<file path="src/rtl/trace_rec_pkg.sv">
package trace_rec_pkg;

    // Tag width that keeps every in-flight instruction distinguishable.
    function automatic int unsigned tag_width(input int unsigned max_inflight);
        return $clog2(4 * max_inflight);
    endfunction

    // Width of one stored entry for a given auxiliary width.
    function automatic int unsigned entry_width(input int unsigned tag_w,
                                                input int unsigned aux_w);
        return tag_w + aux_w;
    endfunction

    // Ring pointer phase.
    typedef enum logic [0:0] {
        RING_FILLING = 1'b0,
        RING_WRAPPED = 1'b1
    } ring_phase_e;

endpackage

</file>
<file path="src/rtl/trace_rec_ctrl.sv">
module trace_rec_ctrl #(
    parameter int unsigned DEPTH  = 16,
    parameter int unsigned WARN_W = 4,
    localparam int unsigned PTR_W = $clog2(DEPTH),
    localparam int unsigned CNT_W = $clog2(DEPTH + 1)
) (
    input  logic              clk,
    input  logic              rst,
    input  logic              rec_valid,
    input  logic [WARN_W-1:0] warn,
    input  logic              rearm,
    input  logic              scan_en,
    output logic              wr_en,
    output logic [PTR_W-1:0]  wr_ptr,
    output logic [PTR_W-1:0]  oldest,
    output logic [CNT_W-1:0]  count
);
    import trace_rec_pkg::*;

    logic        frozen;
    ring_phase_e phase;

    assign phase  = (count == CNT_W'(DEPTH)) ? RING_WRAPPED : RING_FILLING;
    assign oldest = (phase == RING_WRAPPED) ? wr_ptr : '0;
    assign wr_en  = rec_valid && !frozen && !scan_en && !(|warn) && !rearm;

    always_ff @(posedge clk) begin
        if (rst) begin
            wr_ptr <= '0;
            count  <= '0;
            frozen <= 1'b0;
        end else if (rearm) begin
            wr_ptr <= '0;
            count  <= '0;
            frozen <= 1'b0;
        end else begin
            if (|warn)
                frozen <= 1'b1;
            if (wr_en) begin
                wr_ptr <= (wr_ptr == PTR_W'(DEPTH - 1)) ? '0 : wr_ptr + 1'b1;
                if (phase == RING_FILLING)
                    count <= count + 1'b1;
            end
        end
    end

    // the entry count never exceeds the depth
    a_r3_count_bound: assert property (@(posedge clk) disable iff (rst)
        count <= CNT_W'(DEPTH));

    // once frozen, only a re-arm releases the freeze
    a_r4_freeze_holds: assert property (@(posedge clk) disable iff (rst)
        frozen && !rearm |=> frozen);

    // a warning leaves the write pointer and the count untouched
    a_r4_no_store_on_warn: assert property (@(posedge clk) disable iff (rst)
        (|warn) && !rearm |=> $stable(wr_ptr) && $stable(count));

    // re-arm empties the buffer and releases the freeze
    a_r5_rearm_clears: assert property (@(posedge clk) disable iff (rst)
        rearm |=> count == '0 && !frozen);

    // scan mode blocks storage
    a_r8_scan_blocks: assert property (@(posedge clk) disable iff (rst)
        scan_en && !rearm |=> $stable(count) && $stable(wr_ptr));

endmodule

</file>
<file path="src/rtl/trace_rec_store.sv">
module trace_rec_store #(
    parameter int unsigned DEPTH   = 16,
    parameter int unsigned ENTRY_W = 14,
    localparam int unsigned PTR_W  = $clog2(DEPTH)
) (
    input  logic               clk,
    input  logic               wr_en,
    input  logic [PTR_W-1:0]   wr_ptr,
    input  logic [ENTRY_W-1:0] wr_data,
    input  logic [PTR_W-1:0]   rd_ptr,
    output logic [ENTRY_W-1:0] rd_data
);
    logic [ENTRY_W-1:0] mem [DEPTH];

    always_ff @(posedge clk) begin
        if (wr_en)
            mem[wr_ptr] <= wr_data;
    end

    assign rd_data = mem[rd_ptr];

endmodule

</file>
<file path="src/rtl/trace_rec_scan.sv">
module trace_rec_scan #(
    parameter int unsigned DEPTH   = 16,
    parameter int unsigned ENTRY_W = 14,
    localparam int unsigned PTR_W  = $clog2(DEPTH),
    localparam int unsigned CNT_W  = $clog2(DEPTH + 1),
    localparam int unsigned BIT_W  = $clog2(ENTRY_W)
) (
    input  logic               clk,
    input  logic               rst,
    input  logic               scan_en,
    input  logic               scan_step,
    input  logic [PTR_W-1:0]   oldest,
    input  logic [CNT_W-1:0]   count,
    input  logic [ENTRY_W-1:0] rd_data,
    output logic [PTR_W-1:0]   rd_ptr,
    output logic               scan_dout
);
    logic [PTR_W-1:0]   cur_ptr;
    logic [PTR_W-1:0]   nxt_ptr;
    logic [ENTRY_W-1:0] shreg;
    logic [BIT_W-1:0]   bit_idx;
    logic [CNT_W-1:0]   sent;
    logic               last_bit;

    assign nxt_ptr  = (cur_ptr == PTR_W'(DEPTH - 1)) ? '0 : cur_ptr + 1'b1;
    assign rd_ptr   = scan_en ? nxt_ptr : oldest;
    assign last_bit = (bit_idx == BIT_W'(ENTRY_W - 1));

    always_ff @(posedge clk) begin
        if (rst) begin
            cur_ptr <= '0;
            shreg   <= '0;
            bit_idx <= '0;
            sent    <= '0;
        end else if (!scan_en) begin
            cur_ptr <= oldest;
            shreg   <= rd_data;
            bit_idx <= '0;
            sent    <= '0;
        end else if (scan_step) begin
            if (last_bit) begin
                cur_ptr <= nxt_ptr;
                shreg   <= rd_data;
                bit_idx <= '0;
                if (sent < count)
                    sent <= sent + 1'b1;
            end else begin
                shreg   <= shreg >> 1;
                bit_idx <= bit_idx + 1'b1;
            end
        end
    end

    assign scan_dout = (sent < count) ? shreg[0] : 1'b0;

    // the bit index stays inside one entry
    a_r6_bit_range: assert property (@(posedge clk) disable iff (rst)
        bit_idx <= BIT_W'(ENTRY_W - 1));

    // leaving scan mode returns the cursor to the first bit
    a_r6_cursor_reset: assert property (@(posedge clk) disable iff (rst)
        !scan_en |=> bit_idx == '0 && sent == '0);

    // never more entries emitted than are held
    a_r7_sent_bound: assert property (@(posedge clk) disable iff (rst)
        scan_en |-> sent <= count);

endmodule

</file>
<file path="src/rtl/trace_rec.sv">
module trace_rec #(
    parameter int unsigned DEPTH        = 16,
    parameter int unsigned MAX_INFLIGHT = 64,
    parameter int unsigned AUX_W        = 6,
    parameter int unsigned WARN_W       = 4,
    localparam int unsigned TAG_W      = trace_rec_pkg::tag_width(MAX_INFLIGHT),
    localparam int unsigned AUX_PORT_W = (AUX_W > 0) ? AUX_W : 1,
    localparam int unsigned ENTRY_W    = trace_rec_pkg::entry_width(TAG_W, AUX_W),
    localparam int unsigned PTR_W      = $clog2(DEPTH),
    localparam int unsigned CNT_W      = $clog2(DEPTH + 1)
) (
    input  logic                  clk,
    input  logic                  rst,
    input  logic                  rec_valid,
    input  logic [TAG_W-1:0]      rec_tag,
    input  logic [AUX_PORT_W-1:0] rec_aux,
    input  logic [WARN_W-1:0]     warn,
    input  logic                  rearm,
    input  logic                  scan_en,
    input  logic                  scan_step,
    output logic                  scan_dout
);
    logic               wr_en;
    logic [PTR_W-1:0]   wr_ptr;
    logic [PTR_W-1:0]   oldest;
    logic [CNT_W-1:0]   count;
    logic [PTR_W-1:0]   rd_ptr;
    logic [ENTRY_W-1:0] rd_data;
    logic [ENTRY_W-1:0] wr_data;

    generate
        if (AUX_W > 0) begin : g_with_aux
            assign wr_data = {rec_tag, rec_aux};
        end else begin : g_tag_only
            logic aux_unused;
            assign aux_unused = rec_aux[0];
            assign wr_data    = rec_tag;
        end
    endgenerate

    trace_rec_ctrl #(.DEPTH(DEPTH), .WARN_W(WARN_W)) u_ctrl (
        .clk(clk), .rst(rst), .rec_valid(rec_valid), .warn(warn),
        .rearm(rearm), .scan_en(scan_en), .wr_en(wr_en), .wr_ptr(wr_ptr),
        .oldest(oldest), .count(count)
    );

    trace_rec_store #(.DEPTH(DEPTH), .ENTRY_W(ENTRY_W)) u_store (
        .clk(clk), .wr_en(wr_en), .wr_ptr(wr_ptr), .wr_data(wr_data),
        .rd_ptr(rd_ptr), .rd_data(rd_data)
    );

    trace_rec_scan #(.DEPTH(DEPTH), .ENTRY_W(ENTRY_W)) u_scan (
        .clk(clk), .rst(rst), .scan_en(scan_en), .scan_step(scan_step),
        .oldest(oldest), .count(count), .rd_data(rd_data),
        .rd_ptr(rd_ptr), .scan_dout(scan_dout)
    );

    // without a step, the serial output holds in scan mode
    a_r6_hold_between_steps: assert property (@(posedge clk) disable iff (rst)
        scan_en && !scan_step && !rearm && $past(scan_en) |=> $stable(scan_dout));

    // reset leaves the scan output low
    a_r9_reset_quiet: assert property (@(posedge clk)
        rst |=> !scan_dout);

endmodule

</file>
<file path="config.mk">
export PLATFORM = sky130hd
export DESIGN_NAME = trace_rec
export DESIGN_NICKNAME = d
export VERILOG_FILES = /design/src/rtl/trace_rec_pkg.sv /design/src/rtl/trace_rec_ctrl.sv /design/src/rtl/trace_rec_store.sv /design/src/rtl/trace_rec_scan.sv /design/src/rtl/trace_rec.sv
export SDC_FILE = /design/constraint.sdc
export NUM_CORES = 1
export LEC_CHECK = 0
export BUFFER_PORTS_ARGS = -buffer_cell sky130_fd_sc_hd__clkbuf_2
export CAP_MARGIN = 10
export CORE_MARGIN = 5
export CORE_UTILIZATION = 55
export DETAILED_ROUTE_END_ITERATION = 10
export PLACE_DENSITY = 0.82
export SETUP_SLACK_MARGIN = 0.15
export SLEW_MARGIN = 0
export SYNTH_ARGS = -nofsm -noshare
export SYNTH_HDL_FRONTEND = slang
export SYNTH_SLANG_ARGS = --single-unit
</file>
<file path="constraint.sdc">
create_clock -name clk -period 8.7 [get_ports clk]
set_input_delay 0.435 -clock clk [delete_from_list [all_inputs] [get_ports clk]]
set_output_delay 0.435 -clock clk [all_outputs]
set_load 0.02 [all_outputs]
</file>
== After elaboration in Yosys (flattened, before gate mapping) ==
Memory sizes are Yosys's and may differ from the RTL's.
Index checks and enable logic that the tools add are counted.
Storage, ports and cells
  bits in registers: 37
  RAM bits: 224
  memories: 1
Cells by class
  mux-type cells: 15
  $lt $le $gt $ge: 1
  bitwise gates (word level): 2
  equal/unequal tests: 6
  add/sub/neg operators: 5
  reduce and logical (&&, ||, !) cells: 14
Memory list
  u_store.mem: words 16, bits a word 14, rd ports 1, clocked after memory_dff 0, wr ports 1, line trace_rec_store.sv:13  | logic [ENTRY_W-1:0] mem [DEPTH];
Operators with widths (count)
  two-way mux 14 bit: 3
  two-way mux 4 bit: 8
  adder 4 x 1 -> 4 bit, second input constant: 3
  equality test 4 bit, second input constant: 3
  adder 5 x 1 -> 5 bit, second input constant: 2
  equality test 5 bit, second input constant: 1
  less-than comparator 5 bit: 1
  logical AND 1 bit: 4
  logical NOT 1 bit: 4
  two-way mux 1 bit: 4
  inequality test 2 x 1 -> 1 bit, second input constant: 2
  AND reduction 2 bit: 2
  OR reduction 2 bit: 2
  OR reduction 4 bit: 1
  AND reduction 3 bit: 1
  NOT 1 bit: 2

== Depth between registers and ports, before layout ==
An unclocked memory read counts as a cell.
  depth after elaboration: 8
  depth in mapped cells: 10
  depth with buffers taken out: 8

== Hierarchy ==
Synthesis repeated with hierarchy kept, for this count alone.
Second synthesis, totals
  cell total of the unflattened synthesis: 602
  area total of the unflattened synthesis: 10545.1 µm²
Modules (own cells, without submodules)
  trace_rec_store: area an instance 8483.1 µm², times used 1, cells each 365
  trace_rec_scan: area an instance 1471.4 µm², times used 1, cells each 167
  trace_rec_ctrl: area an instance 590.6 µm², times used 1, cells each 70

== Least setup slack after synthesis ==
No wires, ideal clock.
  path kind: input to register
  from: in warn[1]
  to: mem u_store.mem[3][0] (enable)
  cell stages on the path: 6
  data required time: 8.297 ns
  arrival: 2.721 ns
  path slack: 5.576 ns
  path through: or4_1 -> nor2_1 -> and3_1 -> clkbuf_1 -> nand2_1 -> nor3_1
On the way
  cells in the longest elaborated chain, start to end: 6
RTL lines
  start, declared: line trace_rec.sv:17  | input logic [WARN_W-1:0] warn,
  OR reduction 4 bit: line trace_rec_ctrl.sv:25  | assign wr_en = rec_valid && !frozen && !scan_en && !(|warn) && !rearm;
  logical NOT 1 bit: line trace_rec_ctrl.sv:25
  logical AND 1 bit (2 in a row): line trace_rec_ctrl.sv:25
  two-way mux 1 bit: line trace_rec_store.sv:16  | if (wr_en)
  two-way mux 1 bit (implied by the code): line trace_rec_store.sv:17  | mem[wr_ptr] <= wr_data;
  end, declared: line trace_rec_store.sv:13
Every way passes these cells.

== Worst setup path in the final report ==
  from: reg u_ctrl.count[0]
  to: reg u_scan.shreg[12]
On the way
  cells in the longest elaborated chain, start to end: 8
RTL lines
  start, declared: line trace_rec_ctrl.sv:16  | output logic [CNT_W-1:0] count
  start signal, assigned: line trace_rec_ctrl.sv:42  | count <= count + 1'b1;
  equality test 5 bit *: line trace_rec_ctrl.sv:23  | assign phase = (count == CNT_W'(DEPTH)) ? RING_WRAPPED : RING_FILLING;
  two-way mux 1 bit *: line trace_rec_ctrl.sv:23
  two-way mux 4 bit *: line trace_rec_ctrl.sv:24  | assign oldest = (phase == RING_WRAPPED) ? wr_ptr : '0;
  two-way mux 4 bit *: line trace_rec_scan.sv:26  | assign rd_ptr = scan_en ? nxt_ptr : oldest;
  memory (16 x 14 bit) *
  two-way mux 14 bit: line trace_rec_scan.sv:41  | if (last_bit) begin
  two-way mux 14 bit: line trace_rec_scan.sv:40  | end else if (scan_step) begin
  two-way mux 14 bit *: line trace_rec_scan.sv:35  | end else if (!scan_en) begin
  end signal, assigned: line trace_rec_scan.sv:37  | shreg <= rd_data;
  end signal, assigned: line trace_rec_scan.sv:43  | shreg <= rd_data;
  end signal, assigned: line trace_rec_scan.sv:48  | shreg <= shreg >> 1;
  end, declared: line trace_rec_scan.sv:20  | logic [ENTRY_W-1:0] shreg;
Every way passes the cells marked *; elsewhere a longest branch is shown, timed or not. The select of a mux whose other input is x is not followed.
A chain may end at the register's enable or synchronous reset.

==> metrics.cfg <==
[flow_run]
drv_cap=0

[clock_tree]
clk_pin_slew_ns=0.06
cts-hold-fix-buffers=0
cts.sinks=261
cts_buffer_depth=3
cts_tree=built
h-tree-depth=1
cts_buffers=26
cts_root_buf=clkbuf_16
clkLatencyLatePin_ns=0.53
cts_resized=0
post-cts-setup-buffer-count=0

[synth]
synth_area_sq_um=11000
syn_nets=865
synth-seq-area-share_pct=67.6
synth_enable_flop_cells=224
synth_ff_type=edfxtp_1
ys_seq_elements=261
ys_types=63
netlist_instances=829
synth-async-reset-ratio_pct=0
yosys_warnings=0
avgSynthCellArea_sq_um=13.3

[timing]
slew_headroom_pct=16.9
clock.fmax_ghz=0.250
setup_viol=0
finalHoldViolCount=0
worst_slew_pin_slew_ns=1.24
rsz0062_at_grt=no
skew_ns=0.0152
drv_slew=0
finalSetupTns_ns=0
min_period_over_period_pct=45.9
period_minus_slack_ns=3.99
whs_ns=0.235

[power]
p_total_w=0.00261
leakage_nw=4.23
power.density_nw_per_um2=211
peakVddDrop_mv=0.187

[setup_path]
r2r-start=u_ctrl.count[0]
r2r_slack_ns=4.71
cp_data_required_time_ns=9.11
critical_path_arrival_ns=4.40
path_class=reg -> reg
critPathCaptureType=register
cp-start-kind=register
crit_start=u_ctrl.count[0]
crit_fanout=70
r2r_end=u_scan.shreg[12]
reg2reg_depth=9

[hold_path]
hold_depth=4
hold_path_class=in -> reg
min_from=warn[2]
hold_end=u_ctrl.frozen

[grt]
first_global_vias=7185
antenna_found_initial=0
grt_pass1_wl_microns=40600
grt.overflow.total=0
grt_max_degree=71
track_usage_pct=23.3

[route]
wirelength_microns=26400
vias=7257
initialDrtViolationCount=775
detail_route.wl_per_cell_microns=23.1
viasPerCell=6.33
drc_errors=0
drt_pass1_iterations=5
antenna_left=0

[floorplanning]
rows=51
start_util_pct=56.4
fp.dieArea_sq_um=23000
fp.dieW_microns=152
dieHeight_microns=152
core_area_sq_um=19600
pin_count=25

[finish]
post-route-util_pct=63.0
nets=897
area_delta_synth_final_pct=11.9
seqCellArea_sq_um=7470
layout-drive-gt1-share_pct=12.5
finalNonFillerCells=1146
multi_input_area_sq_um=3340
n_fill_cell=1420
diodes=0

[status]
status=complete, no violations

[placement]
hpwl_microns=16000
globalplace.congestion=0.891
port_buffers=24
dp.cells=1098

[report_power, final]
group | internal [W] | switching (W)
registers | 0.00136 | 0.00000867
logic | 0.0000506 | 0.000101
clock network | 0.000632 | 0.000454
[per-layer routing]
| metal | vias to the layer above | part of all wire [%] | global-route usage (%) |
|---|---|---|---|
| li1 | 3234 | - | - |
| met3 | 87 | 10 | 5.83 |
| met5 | - | 0 | 0 |
| met1 | 3506 | 38 | 30.9 |
| met4 | 0 | 4.2 | 9.30 |
| met2 | 430 | 47 | 37.3 |
[synthesized netlist by cell type (all sizes together) (5+ instances only)]
library cell    n  area, sq um
a31oi           5         31.3
mux2i          79          791
nor3           33          170
dfxtp          37          741
nor4           12         75.1
o22ai          14         87.6
a21oi          53          265
xnor2           6         52.6
o21ai          20          100
edfxtp        224         6730
or3            14         87.6
clkbuf         26         97.6
inv            15         56.3
buf            19          106
nand2         100          375
ha             12          150
nor2           50          188
or2             5         31.3
a211oi         11         82.6
nand3           5         25.0
o221ai         12          105
and2            5         31.3
a2111oi        13          120
nand2b          6         37.5
[stage by stage]
stage                     worst slack [ns]  cell area, sq um
after floorplan                       5.58             11000
after global routing                  4.45             12400
after detailed placement              4.61             11500
after global placement                4.72             11500
after CTS                             4.75             12400
final                                 4.71             12400
[worst max path at each step]
| stage | end | slack, ns | cells after the start |
|---|---|---|---|
| 3_3_place_gp | u_scan.shreg[12] | 4.72 | 8 |
| 4_1_cts | u_scan.shreg[12] | 4.75 | 9 |
| 2_1_floorplan | u_store.mem[3][0] | 5.58 | 6 |
| 6_report | u_scan.shreg[12] | 4.71 | 9 |
| 3_5_place_dp | u_scan.shreg[12] | 4.61 | 8 |
| 5_1_grt | u_scan.shreg[1] | 4.45 | 9 |
[worst max-delay path, stage by stage, from the launching register on]
cell and delay [ns]:
dfxtp_1 0.42, inv_1 0.07, ha_1 0.27, and2b_1 0.28
a32oi_4 0.93, buf_4 0.95, mux2i_1 0.28, o221a_2 0.22
o21ai_0 0.08, a32o_1 0.31
[cells in the final DEF, fill, tap and decap left out, types with 14 or more instances in the layout]
master and instances:
nand2_1 100, buf_4 25, inv_1 15, nor3_1 28, clkbuf_16 27, mux2i_1 79
o21ai_0 20, edfxtp_1 224, nor2_1 49, clkbuf_2 24, dfxtp_1 37, o22ai_1 14
a21oi_1 53, or3_1 14
[kinds of logic (layout without fill, tap and decap cells)]
logic type,count (synthesis),in the layout,share of synthesized area [%]
buffers and inverters,61,113,2.39
and+or+nand+nor,248,248,10.8
DFF,261,261,67.6
adders and majority gates,12,12,1.36
muxes,81,81,7.37
AOI/OAI and AO/OA,159,159,9.92
xor gates and xnor gates,7,7,0.555
[final cells by class]
cell class                 instances  share of cell area [%]
clock inverter                    18                    1.15
multi-input combinational        507                    27.1
sequential                       261                    60.5
inverter                          16                   0.486
timing repair buffer              49                    2.49
tap                              265                    2.68
clock buffer                      30                    5.64
[sequential cells by signal, indices dropped and copies added, names as in the netlist]
name	count
u_store.mem	224
u_scan.shreg	14
u_ctrl.count	5
u_scan.sent	5
u_ctrl.wr_ptr	4
u_scan.bit_idx	4
u_scan.cur_ptr	4
u_ctrl.frozen	1
(Power assumes the default switching activity.)
